File: src/rtl/uc_pkg.sv
package uc_pkg;

    localparam int UA_W    = 5;
    localparam int CTRL_W  = 18;
    localparam int OP_W    = 2;
    localparam int NUM_INS = 4;

    typedef enum logic [UA_W-1:0] {
        UA_VOID     = 5'd0,
        UA_FT_ADDR  = 5'd1,
        UA_FT_READ  = 5'd2,
        UA_FT_LOAD  = 5'd3,
        UA_LD_ADDR  = 5'd4,
        UA_LD_READ  = 5'd5,
        UA_LD_MOVE  = 5'd6,
        UA_DS_LOAD  = 5'd7,
        UA_DS_STORE = 5'd8,
        UA_DS_ADD   = 5'd9,
        UA_DS_JUMP  = 5'd10,
        UA_ST_ADDR  = 5'd11,
        UA_ST_WRITE = 5'd12,
        UA_AD_ADDR  = 5'd13,
        UA_AD_READ  = 5'd14,
        UA_AD_SUM   = 5'd15,
        UA_AD_BACK  = 5'd16,
        UA_JP_TAKE  = 5'd17
    } uaddr_e;

    typedef enum logic [OP_W-1:0] {
        OP_LOAD  = 2'b00,
        OP_ADD   = 2'b01,
        OP_JUMP  = 2'b10,
        OP_STORE = 2'b11
    } opcode_e;

    // one-hot instruction lanes, shared by decoder and match flags
    localparam int INS_LD = 0;
    localparam int INS_ST = 1;
    localparam int INS_AD = 2;
    localparam int INS_JP = 3;

    // control bus bit positions
    localparam int CB_PC_MAR   = 0;
    localparam int CB_MEM_EN   = 1;
    localparam int CB_MEM_RD   = 2;
    localparam int CB_MBR_LD   = 3;
    localparam int CB_PC_ALU   = 4;
    localparam int CB_ALU_ADD  = 5;
    localparam int CB_CARRY    = 6;
    localparam int CB_ALU_PC   = 7;
    localparam int CB_MBR_IR   = 8;
    localparam int CB_IR_MAR   = 9;
    localparam int CB_MBR_AC   = 10;
    localparam int CB_AC_MBR   = 11;
    localparam int CB_MEM_WR   = 12;
    localparam int CB_MBR_MEM  = 13;
    localparam int CB_MBR_ALU  = 14;
    localparam int CB_AC_ALU   = 15;
    localparam int CB_ALU_AC   = 16;
    localparam int CB_IR_PC    = 17;

    typedef struct packed {
        logic [CTRL_W-1:0]  ctrl;
        uaddr_e             seq_nxt;
        uaddr_e             jmp_nxt;
        logic               last;
        logic [NUM_INS-1:0] match;
    } uword_t;

    function automatic opcode_e ins_code(input int idx);
        case (idx)
            INS_LD:  return OP_LOAD;
            INS_ST:  return OP_STORE;
            INS_AD:  return OP_ADD;
            default: return OP_JUMP;
        endcase
    endfunction

endpackage

File: src/rtl/uc_opdec.sv
module uc_opdec
    import uc_pkg::*;
#(
    parameter int OPW  = OP_W,
    parameter int NINS = NUM_INS
) (
    input  logic [OPW-1:0]  opcode,
    output logic [NINS-1:0] ins_hot
);

    for (genvar i = 0; i < NINS; i++) begin : g_lane
        assign ins_hot[i] = (opcode == OPW'(ins_code(i)));
    end

endmodule

File: src/rtl/uc_store.sv
module uc_store
    import uc_pkg::*;
(
    input  uaddr_e addr,
    output uword_t word
);

    always_comb begin
        word = '0;
        unique case (addr)
            UA_FT_ADDR: begin
                word.ctrl[CB_PC_MAR] = 1'b1;
                word.seq_nxt         = UA_FT_READ;
            end
            UA_FT_READ: begin
                word.ctrl[CB_MEM_EN]  = 1'b1;
                word.ctrl[CB_MEM_RD]  = 1'b1;
                word.ctrl[CB_MBR_LD]  = 1'b1;
                word.ctrl[CB_PC_ALU]  = 1'b1;
                word.ctrl[CB_ALU_ADD] = 1'b1;
                word.ctrl[CB_CARRY]   = 1'b1;
                word.seq_nxt          = UA_FT_LOAD;
            end
            UA_FT_LOAD: begin
                word.ctrl[CB_ALU_PC] = 1'b1;
                word.ctrl[CB_MBR_IR] = 1'b1;
                word.last            = 1'b1;
                word.jmp_nxt         = UA_DS_LOAD;
            end
            UA_LD_ADDR: begin
                word.ctrl[CB_IR_MAR] = 1'b1;
                word.seq_nxt         = UA_LD_READ;
            end
            UA_LD_READ: begin
                word.ctrl[CB_MEM_EN] = 1'b1;
                word.ctrl[CB_MEM_RD] = 1'b1;
                word.ctrl[CB_MBR_LD] = 1'b1;
                word.seq_nxt         = UA_LD_MOVE;
            end
            UA_LD_MOVE: begin
                word.ctrl[CB_MBR_AC] = 1'b1;
                word.last            = 1'b1;
                word.jmp_nxt         = UA_FT_ADDR;
            end
            UA_DS_LOAD: begin
                word.match[INS_LD] = 1'b1;
                word.seq_nxt       = UA_DS_STORE;
                word.jmp_nxt       = UA_LD_ADDR;
            end
            UA_DS_STORE: begin
                word.match[INS_ST] = 1'b1;
                word.seq_nxt       = UA_DS_ADD;
                word.jmp_nxt       = UA_ST_ADDR;
            end
            UA_DS_ADD: begin
                word.match[INS_AD] = 1'b1;
                word.seq_nxt       = UA_DS_JUMP;
                word.jmp_nxt       = UA_AD_ADDR;
            end
            UA_DS_JUMP: begin
                word.match[INS_JP] = 1'b1;
                word.seq_nxt       = UA_DS_LOAD;
                word.jmp_nxt       = UA_JP_TAKE;
            end
            UA_ST_ADDR: begin
                word.ctrl[CB_IR_MAR] = 1'b1;
                word.ctrl[CB_AC_MBR] = 1'b1;
                word.seq_nxt         = UA_ST_WRITE;
            end
            UA_ST_WRITE: begin
                word.ctrl[CB_MEM_EN]  = 1'b1;
                word.ctrl[CB_MEM_WR]  = 1'b1;
                word.ctrl[CB_MBR_MEM] = 1'b1;
                word.last             = 1'b1;
                word.jmp_nxt          = UA_FT_ADDR;
            end
            UA_AD_ADDR: begin
                word.ctrl[CB_IR_MAR] = 1'b1;
                word.seq_nxt         = UA_AD_READ;
            end
            UA_AD_READ: begin
                word.ctrl[CB_MEM_EN] = 1'b1;
                word.ctrl[CB_MEM_RD] = 1'b1;
                word.ctrl[CB_MBR_LD] = 1'b1;
                word.seq_nxt         = UA_AD_SUM;
            end
            UA_AD_SUM: begin
                word.ctrl[CB_MBR_ALU] = 1'b1;
                word.ctrl[CB_AC_ALU]  = 1'b1;
                word.ctrl[CB_ALU_ADD] = 1'b1;
                word.seq_nxt          = UA_AD_BACK;
            end
            UA_AD_BACK: begin
                word.ctrl[CB_ALU_AC] = 1'b1;
                word.last            = 1'b1;
                word.jmp_nxt         = UA_FT_ADDR;
            end
            UA_JP_TAKE: begin
                word.ctrl[CB_IR_PC] = 1'b1;
                word.last           = 1'b1;
                word.jmp_nxt        = UA_FT_ADDR;
            end
            default: begin
                word = '0;
            end
        endcase
    end

endmodule

File: src/rtl/uc_nextsel.sv
module uc_nextsel
    import uc_pkg::*;
#(
    parameter int NINS = NUM_INS
) (
    input  uword_t          word,
    input  logic [NINS-1:0] ins_hot,
    output uaddr_e          nxt
);

    logic branch;

    always_comb begin
        branch = word.last | (|(word.match & ins_hot));
        nxt    = branch ? word.jmp_nxt : word.seq_nxt;
    end

endmodule

File: src/rtl/microcode_sequencer.sv
module microcode_sequencer
    import uc_pkg::*;
(
    input  logic              clk,
    input  logic              rst_n,
    input  logic [OP_W-1:0]   opcode,
    output logic [CTRL_W-1:0] ctrl_bus,
    output logic [UA_W-1:0]   uaddr
);

    uaddr_e              cur;
    uaddr_e              nxt;
    uword_t              word;
    logic [NUM_INS-1:0]  ins_hot;

    uc_opdec u_dec (
        .opcode  (opcode),
        .ins_hot (ins_hot)
    );

    uc_store u_rom (
        .addr (cur),
        .word (word)
    );

    uc_nextsel u_sel (
        .word    (word),
        .ins_hot (ins_hot),
        .nxt     (nxt)
    );

    // state register
    always_ff @(posedge clk or negedge rst_n) begin
        if (!rst_n) begin
            cur <= UA_FT_ADDR;
        end else begin
            cur <= nxt;
        end
    end

    // outputs
    always_comb begin
        ctrl_bus = word.ctrl;
        uaddr    = cur;
    end

    // first edge after reset release still sees the fetch entry
    a_r1_reset_entry: assert property (@(posedge clk)
        $rose(rst_n) |-> (uaddr == 5'd1));

    // load test word branches on a load opcode, else falls through
    a_r3_load_taken: assert property (@(posedge clk) disable iff (!rst_n)
        (uaddr == 5'd7 && opcode == 2'b00) |=> (uaddr == 5'd4));
    a_r3_load_skip: assert property (@(posedge clk) disable iff (!rst_n)
        (uaddr == 5'd7 && opcode != 2'b00) |=> (uaddr == 5'd8));

    // match flags only in the test words, at most one at a time
    a_r4_match_place: assert property (@(posedge clk) disable iff (!rst_n)
        (word.match != '0) |-> (uaddr >= 5'd7 && uaddr <= 5'd10 && $onehot0(word.match)));

    // end of fetch enters the opcode tests
    a_r5_fetch_exit: assert property (@(posedge clk) disable iff (!rst_n)
        (uaddr == 5'd3) |=> (uaddr == 5'd7));

    // end of each routine returns to fetch
    a_r6_routine_exit: assert property (@(posedge clk) disable iff (!rst_n)
        (uaddr == 5'd6 || uaddr == 5'd12 || uaddr == 5'd16 || uaddr == 5'd17)
        |=> (uaddr == 5'd1));

    // the unused word is never entered
    a_r10_no_void: assert property (@(posedge clk) disable iff (!rst_n)
        uaddr != 5'd0);

endmodule

File: config.mk
export PLATFORM = sky130hd
export DESIGN_NAME = microcode_sequencer
export DESIGN_NICKNAME = d
export VERILOG_FILES = /design/src/rtl/uc_pkg.sv /design/src/rtl/uc_opdec.sv /design/src/rtl/uc_store.sv /design/src/rtl/uc_nextsel.sv /design/src/rtl/microcode_sequencer.sv
export SDC_FILE = /design/constraint.sdc
export NUM_CORES = 1
export LEC_CHECK = 0
export ABC_AREA = 0
export BUFFER_PORTS_ARGS = -buffer_cell sky130_fd_sc_hd__buf_2
export CAP_MARGIN = 10
export CORE_AREA = 2 2 39 41
export CTS_CLUSTER_SIZE = 20
export DETAILED_ROUTE_END_ITERATION = 6
export DIE_AREA = 0 0 41 43
export GPL_ROUTABILITY_DRIVEN = 0
export PLACE_DENSITY = 0.78
export SLEW_MARGIN = 40
export SYNTH_ARGS = -nofsm -noshare
export SYNTH_HDL_FRONTEND = slang
export SYNTH_SLANG_ARGS = --single-unit
File: constraint.sdc
create_clock -name clk -period 3.2 [get_ports clk]
set_input_delay 0.8 -clock clk [delete_from_list [all_inputs] [get_ports clk]]
set_output_delay 0.8 -clock clk [all_outputs]
set_load 0.05 [all_outputs]
==> summary.md, run 1 <==
| Metric | Value |
|---|---|
| Status | complete, no violations |
| Yosys top cell area share | 0.162 |
| Maximum cell stage delay along the critical path | approximately 700 ps |
| Clock Sinks | 5 |
| Via-to-Cell Ratio | approximately 5.4 |
| Fmax | roughly 380 MHz |
| CTS Hold Bufs | 0 |
| Fin cells | roughly 120 |
| Reg with most FFs | uaddr |
| Max cap viols | 0 |
| Clock Latency Late Sink | 240 ps |
| Worst hold slack | 360 ps |
| Number of synthesized register bits | 5 |
| # IOs | 27 |
| Worst R2R Setup Slack | ~1700 ps |
| Worst-Margin Slew | 608 ps |
| Total setup buffers inserted after CTS | 0 |
| Core area | roughly 1400 µm² |
| Worst Setup Path Type | flip-flop to primary output |
| Antenna cells | 0 |
| Worst EP required | between 2000 and 2500 ps |
| Buffers added on ports | 26 |
| Tcrit/Tclk final | 0.816 |
| PostCTS Resize Cnt | 0 |
| Capture point of the worst reg-to-reg path | uaddr[2] |
| Nets | about 110 |
| Initial antenna violation count | 0 |
| Post-Syn Area per Cell | 7.71 µm² |
| Post-Place Cells | 112 |
| Most frequent cells in the layout | buf_2, nor2_1, nand2b_1 |
| Cells along the critical path | nand2b_1, o22ai_1, nor2b_4, or2_1, buf_2 |
| Area growth syn-to-layout | 18.5% |
| Initial Util | 0.446 |
| Post-DP HPWL | 1.04 mm |
| First-pass GRT wire length | roughly 2.2 mm |
| TritonCTS clock tree | built |
| Final hold violation count | 0 |
| Post-layout min period | around 2600 ps |
| FFs w/ async S/R, synth | 1.00 |
| CTS Buffer Depth | 2 |
| DR DRC count | 0 |
| Die Height | between 40 and 50 µm |
| Final setup fails | 0 |
| Cell Area, Synth | between 600 and 700 µm² |
| Final wirelength | between 1 and 1.5 mm |
| Slowest cell on crit path | dfstp_2 |
| Regs by FF count | uaddr (5) |
| Vias in the first global route | 506 |
| Antenna viol nets, final | 0 |
| Yosys top cell by area | dfrtp_1 |
| Data arrival, critical path | between 1500 and 2000 ps |
| Commonest non-fill, non-tap cell in the layout | buf_2 |
| Die Wd | ~41 µm |
| Slew HR | 0.594 |
| Post-synthesis cell count | 80 |
| Routed WL per cell | 11.5 µm |
| # H-tree levels | 1 |
| Grt ovf | 0 |
| Initial DRC count | 10 |
| Max Slew Vio Count | 0 |
| Die area | ~1800 µm² |
| Primary FF master, synth | dfrtp_1 |
| RSZ-0062 raised after global routing | false |
| Syn Nets | 84 |
| Critical Path Start Type | flip-flop |
| R2R cell count | 4 |
| CTS Buf Count | 3 |
| Total GRT Usage | 0.173 |
| CTS root buffer | clkbuf_4 |
| Routed via count | just over 600 |
| Share of layout cells above drive strength 1 | 0.390 |
| Setup TNS | 0 ps |
| Largest cells by area after synthesis | dfrtp_1, buf_4, nand2b_1, nor2_1, dfstp_2 |
| Post-synth EDFFs | 0 |
| Ys Warns | 0 |
| CP max FO | 18 |
| DR pass1 iterations | 4 |
| Synth unique cells | 33 |
| Max FFs per register | 5 |
| Row Count | 14 |
| Worst setup EP type | primary output |
| Final Skew | 3.33 ps |
| Sequential share of the synthesized area | 0.205 |
| Worst hold path type | input port to async pin |
| Critical R2R Launch | uaddr[2] |
| Largest net degree at the start of global routing | 21 |
| Clock-pin slew on the worst setup and hold paths | ~40 ps |
[layer usage]
metal	global-route usage	vias to the layer above	wire, µm
met5	0	-	0
met4	0.0200	0	0
met3	0.0471	0	88
met2	0.284	20	669
met1	0.224	286	573
li1	-	317	-
[cell type report]
cell class / count / area [µm²]
Multi-Input combinational cell: 62 / 409
Sequential cell: 5 / 126
Inverter: 1 / 3.75
Fill cell: 139 / 653
Clock buffer: 4 / 26.3
Timing Repair Buffer: 28 / 145
Tap cell: 16 / 20.0
[kinds of logic after synthesis]
kind of cell    after synthesis  share of synthesized area
compound gates               18                      0.217
buf+inv                      13                      0.156
xor+xnor                      2                     0.0284
flops                         5                      0.205
simple gates                 42                      0.393
[worst max-delay path by stage]
stage | from | endpoint
3_3_place_gp | uaddr[0] | ctrl_bus[1]
5_1_grt | uaddr[2] | ctrl_bus[1]
4_1_cts | uaddr[0] | ctrl_bus[1]
3_5_place_dp | uaddr[0] | ctrl_bus[1]
6_report | uaddr[0] | ctrl_bus[1]
2_1_floorplan | uaddr[3] | ctrl_bus[5]
[worst max-delay path: cells and delay by family, from the launching register on]
kind            cells  cell delay (ps)
simple gates        3              420
compound gates      1              200
flops               1              700
buf+inv             1              250
[cells in the mapped netlist, drive strengths merged (2+ instances only)]
library cell and number:
nor2b 3, nor3 3, buf 12, a21o 2, xor2 2, a21oi 5
nand2 6, and3 4, dfrtp 4, o211ai 2, or2 2, nor4 2
nor2 10, nand2b 9, o21ai 2
[stage by stage]
step                setup slack [ps]  utilization  instance area [µm²]
floorplan                        138            -                  632
global placement                 870        0.509                  704
detailed placement               843        0.509                  704
CTS                              583        0.528                  731
global route                     449        0.528                  731
finish                           588        0.528                  731
Power of run 1 is not shown: default switching activity piles up to over one toggle a cycle in this logic, so the estimate is an artifact.
==> inputs of run 2 (changes only) <==
Settings changed: CORE_AREA 2 2 39 41 to default, CORE_MARGIN from default to 1, CORE_UTILIZATION from default to 41, DIE_AREA 0 0 41 43 to default, PLACE_DENSITY 0.78 to 0.73.
Clock period 3.2 ns to 2.4 ns, I/O delays scaled along.
==> run 2 against run 1 <==
Register-to-register slack got worse by 720 ps. Routed wire length is 9.3% higher. Cell area grew 8.4%. Critical path depth unchanged. Non-clock buffer count rose by 5. Via count grew 6.7%. Die area down 5.6%. Critical endpoint unchanged.
==> summary.md, run 2 (same netlist as run 1, synthesis figures left out) <==
| Metric | Value |
|---|---|
| Status | complete, no violations |
| # H-tree levels | 1 |
| Nets | 110 |
| CTS Buffer Depth | 2 |
| Placed cell area | ~730 µm² |
| DR pass1 iterations | 5 |
| Die Wd | just over 40 µm |
| Critical Path Start Type | flip-flop |
| Total GRT Usage | 0.176 |
| Post-layout min period | between 2000 and 2500 ps |
| Most frequent cells in the layout | buf_2, nand2b_1, nor2_1 |
| Tcrit/Tclk final | 0.955 |
| # IOs | 27 |
| CTS Buf Count | 3 |
| Worst EP required | roughly 1800 ps |
| Initial antenna violation count | 0 |
| Core area | between 1000 and 1500 µm² |
| Post-DP HPWL | around 1.0 mm |
| TritonCTS clock tree | built |
| Maximum cell stage delay along the critical path | between 500 and 600 ps |
| Slew HR | 0.641 |
| Clock-pin slew on the worst setup and hold paths | 40 ps |
| Max cap viols | 0 |
| Share of layout cells above drive strength 1 | 0.505 |
| Total buffers and inverters traversed by the critical path | 1 |
| Row Count | 13 |
| DR DRC count | 0 |
| CTS root buffer | clkbuf_4 |
| Clock Sinks | 5 |
| CP max FO | 6 |
| Area growth syn-to-layout | 28.4% |
| Buffers added on ports | 26 |
| Grt ovf | 0 |
| Via-to-Cell Ratio | approximately 5.5 |
| Data arrival, critical path | between 1500 and 2000 ps |
| Initial DRC count | 13 |
| Final wirelength | 1.46 mm |
| Worst-Margin Slew | 531 ps |
| Largest net degree at the start of global routing | 21 |
| Cells along the critical path | nand2b_1, o22ai_1, nor2b_4, or2_4, buf_2 |
| Final hold violation count | 0 |
| CTS Hold Bufs | 0 |
| RSZ-0062 raised after global routing | false |
| Final Skew | 0.290 ps |
| Vias in the first global route | around 470 |
| Routed via count | between 600 and 700 |
| Worst hold slack | between 150 and 200 ps |
| Initial Util | 0.457 |
| Worst setup EP type | primary output |
| Worst hold path type | input port to async pin |
| Antenna cells | 0 |
| First-pass GRT wire length | just over 2 mm |
| Fmax | about 440 MHz |
| Delay-heaviest family, CP | simple AND/OR/NAND/NOR gates |
| Die Height | around 41 µm |
| Final setup fails | 0 |
| Max Slew Vio Count | 0 |
| Die area | 1660 µm² |
| Worst Setup Path Type | flip-flop to primary output |
| Post-Place Cells | 111 |
| Fin cells | 120 |
| Slowest cell on crit path | dfstp_2 |
| Commonest non-fill, non-tap cell in the layout | buf_2 |
| Final instance area | around 790 µm² |
| Routed WL per cell | about 12 µm |
| Reg with most FFs | uaddr |
| Clock Latency Late Sink | ~240 ps |
| Max FFs per register | 5 |
| Regs by FF count | uaddr (5) |
| Antenna viol nets, final | 0 |
run 2: routing by layer:
| layer | global-route usage | share of wire | up-vias |
|---|---|---|---|
| met5 | 0 | 0 | - |
| met4 | 0 | 0.0014 | 0 |
| met3 | 0.0489 | 0.041 | 2 |
| met2 | 0.320 | 0.52 | 28 |
| met1 | 0.215 | 0.44 | 306 |
| li1 | - | - | 329 |
run 2: per-stage QoR:
step                setup TNS, ps   util  setup slack, ps
finish                          0  0.587              109
global route                    0  0.587             13.7
CTS                             0  0.558             36.3
detailed placement              0  0.538              294
global placement                0  0.538              306
floorplan                    -155      -            -64.5
run 2: what timing repair did:
item,in CTS,in global routing
resized for setup,0,1
setup buffers,0,5
endpoints found under the setup margin,0,2
run 2: worst register-to-register path, cell delays in order (launching register included):
cell	delay [ps]
dfstp_2	570
buf_4	200
xor2_1	160
a41oi_1	130
o22a_1	200
o21ai_2	140
run 2: final timing paths:
kind | start | endpoint | slack (ps) | cells after the start
worst max-delay path | uaddr[0] | ctrl_bus[1] | 110 | 5
worst min-delay path | rst_n | uaddr[4] | 170 | 1
worst max register to register | uaddr[0] | uaddr[0] | 930 | 5
worst min register to register | uaddr[4] | uaddr[4] | 660 | 3
max in group asynchronous | rst_n | uaddr[0] | 2020 | 1
min in group clk | uaddr[4] | uaddr[4] | 660 | 3
run 2: area by class of cell:
class | count | area (µm²)
Tap cell | 15 | 18.8
Fill cell | 132 | 558
Inverter | 1 | 3.75
Multi-Input combinational cell | 62 | 430
Sequential cell | 5 | 130
Clock buffer | 4 | 26.3
Timing Repair Buffer | 33 | 183
Power of run 2 is left out for the same reason.
==> inputs of run 3 (changes only) <==
Settings changed: PLACE_DENSITY 0.73 to 0.8.
==> run 3 against run 2 <==
Routed wire length shrank 0.27%. Critical path depth grew 1. Register-to-register slack is essentially flat. Die area unchanged. Flip-flop and latch count unchanged. Critical path type unchanged. Via count is 1.8% lower. Final cell count fell by 0.83%.
==> summary.md, run 3 (same netlist as run 1, synthesis figures left out) <==
| Metric | Value |
|---|---|
| Status | complete, no violations |
| Clock-pin slew on the worst setup and hold paths | about 40 ps |
| Worst setup EP type | primary output |
| GR peak layer | met2 |
| Largest net degree at the start of global routing | 21 |
| CTS Buf Count | 3 |
| Worst hold path type | input port to async pin |
| Regs by FF count | uaddr (5) |
| Antenna viol nets, final | 0 |
| Placed cell area | 727 µm² |
| CTS root buffer | clkbuf_4 |
| Critical R2R Launch | uaddr[0] |
| Total GRT Usage | 0.190 |
| Via-to-Cell Ratio | approximately 5.5 |
| Final hold violation count | 0 |
| Clock Latency Late Sink | between 200 and 250 ps |
| Initial DRC count | 11 |
| First-pass GRT wire length | just over 2 mm |
| # H-tree levels | 1 |
| Max Slew Vio Count | 0 |
| Clock Sinks | 5 |
| Critical Path Source | uaddr[3] |
| Tcrit/Tclk final | 0.964 |
| Share of layout cells above drive strength 1 | 0.500 |
| Commonest non-fill, non-tap cell in the layout | buf_2 |
| Post-DP HPWL | about 1.0 mm |
| Initial Util | 0.457 |
| Routed via count | approximately 650 |
| Worst R2R Setup Slack | 930 ps |
| DR pass1 iterations | 4 |
| Antenna cells | 0 |
| TritonCTS clock tree | built |
| Final wirelength | around 1.5 mm |
| Final Skew | 0.180 ps |
| Final instance area | approximately 780 µm² |
| DR DRC count | 0 |
| Post-layout min period | 2310 ps |
| Initial antenna violation count | 0 |
| Met1 Track Usage GR | 0.223 |
| Row Count | 13 |
| Buffers added on ports | 26 |
| Core area | about 1400 µm² |
| Met3 usage in global routing | 0.0652 |
| Area growth syn-to-layout | 27.2% |
| # IOs | 27 |
| Die Wd | roughly 41 µm |
| CP max FO | 13 |
| Worst Setup Path Type | flip-flop to primary output |
| CTS Buffer Depth | 2 |
| Vias in the first global route | slightly below 500 |
| Max cap viols | 0 |
| Worst EP required | about 1800 ps |
| Critical Path Start Type | flip-flop |
| Most frequent cells in the layout | buf_2, nand2b_1, nor2_1 |
| Max FFs per register | 5 |
| Nets | around 110 |
| Worst-Margin Slew | between 400 and 500 ps |
| R2R cell count | 4 |
| Die Height | 40.8 µm |
| Routed WL per cell | ~12 µm |
| Data arrival, critical path | around 1700 ps |
| Slew HR | 0.699 |
| Final setup fails | 0 |
| Die area | ~1700 µm² |
| GRT met2 Usage | 0.289 |
| Grt ovf | 0 |
| Fmax | between 400 and 500 MHz |
| Reg with most FFs | uaddr |
| RSZ-0062 raised after global routing | false |
-- run 3: what timing repair did --
action / in CTS / in global routing
setup buffers: 0 / 4
setup endpoints to repair: 0 / 2
resized for setup: 0 / 1
hold buffers: 0 / 0
-- run 3: path summary, 6_finish.rpt --
check,endpoint
max in group asynchronous,uaddr[0]
min in group clk,uaddr[4]
min,uaddr[4]
max reg2reg,uaddr[2]
min reg2reg,uaddr[4]
max,ctrl_bus[1]
-- run 3: cell type report --
class,instances,area (µm²)
Clock buffer,4,26.3
Fill cell,120,566
Inverter,1,3.75
Multi-Input combinational cell,62,430
Sequential cell,5,130
Tap cell,15,18.8
Timing Repair Buffer,32,175
-- run 3: worst max-delay path, cell delays in order, from the launching register on --
cell and delay, ps:
dfrtp_2 480, buf_4 170, xor2_1 130, o22ai_1 150, nor2b_4 170, or2_4 110, buf_2 250
-- run 3: metal layers --
| layer | part of all wire | up-vias |
|---|---|---|
| met4 | 0.0076 | 0 |
| met3 | 0.050 | 2 |
| met1 | 0.45 | 294 |
| met2 | 0.49 | 28 |
| met5 | 0 | - |
| li1 | - | 329 |
-- run 3: stage by stage --
| stage | hold WS [ps] | util | setup slack (ps) | std cells | setup TNS (ps) |
|---|---|---|---|---|---|
| 3_3_place_gp | 414 | 0.538 | 319 | 111 | 0 |
| 6_report | 162 | 0.581 | 87.0 | 119 | 0 |
| 5_1_grt | 152 | 0.581 | 21.8 | 119 | 0 |
| 4_1_cts | 157 | 0.558 | 37.9 | 115 | 0 |
| 3_5_place_dp | 420 | 0.538 | 319 | 111 | 0 |
| 2_1_floorplan | 304 | - | -64.5 | 80 | -155 |
Power of run 3 is left out for the same reason.
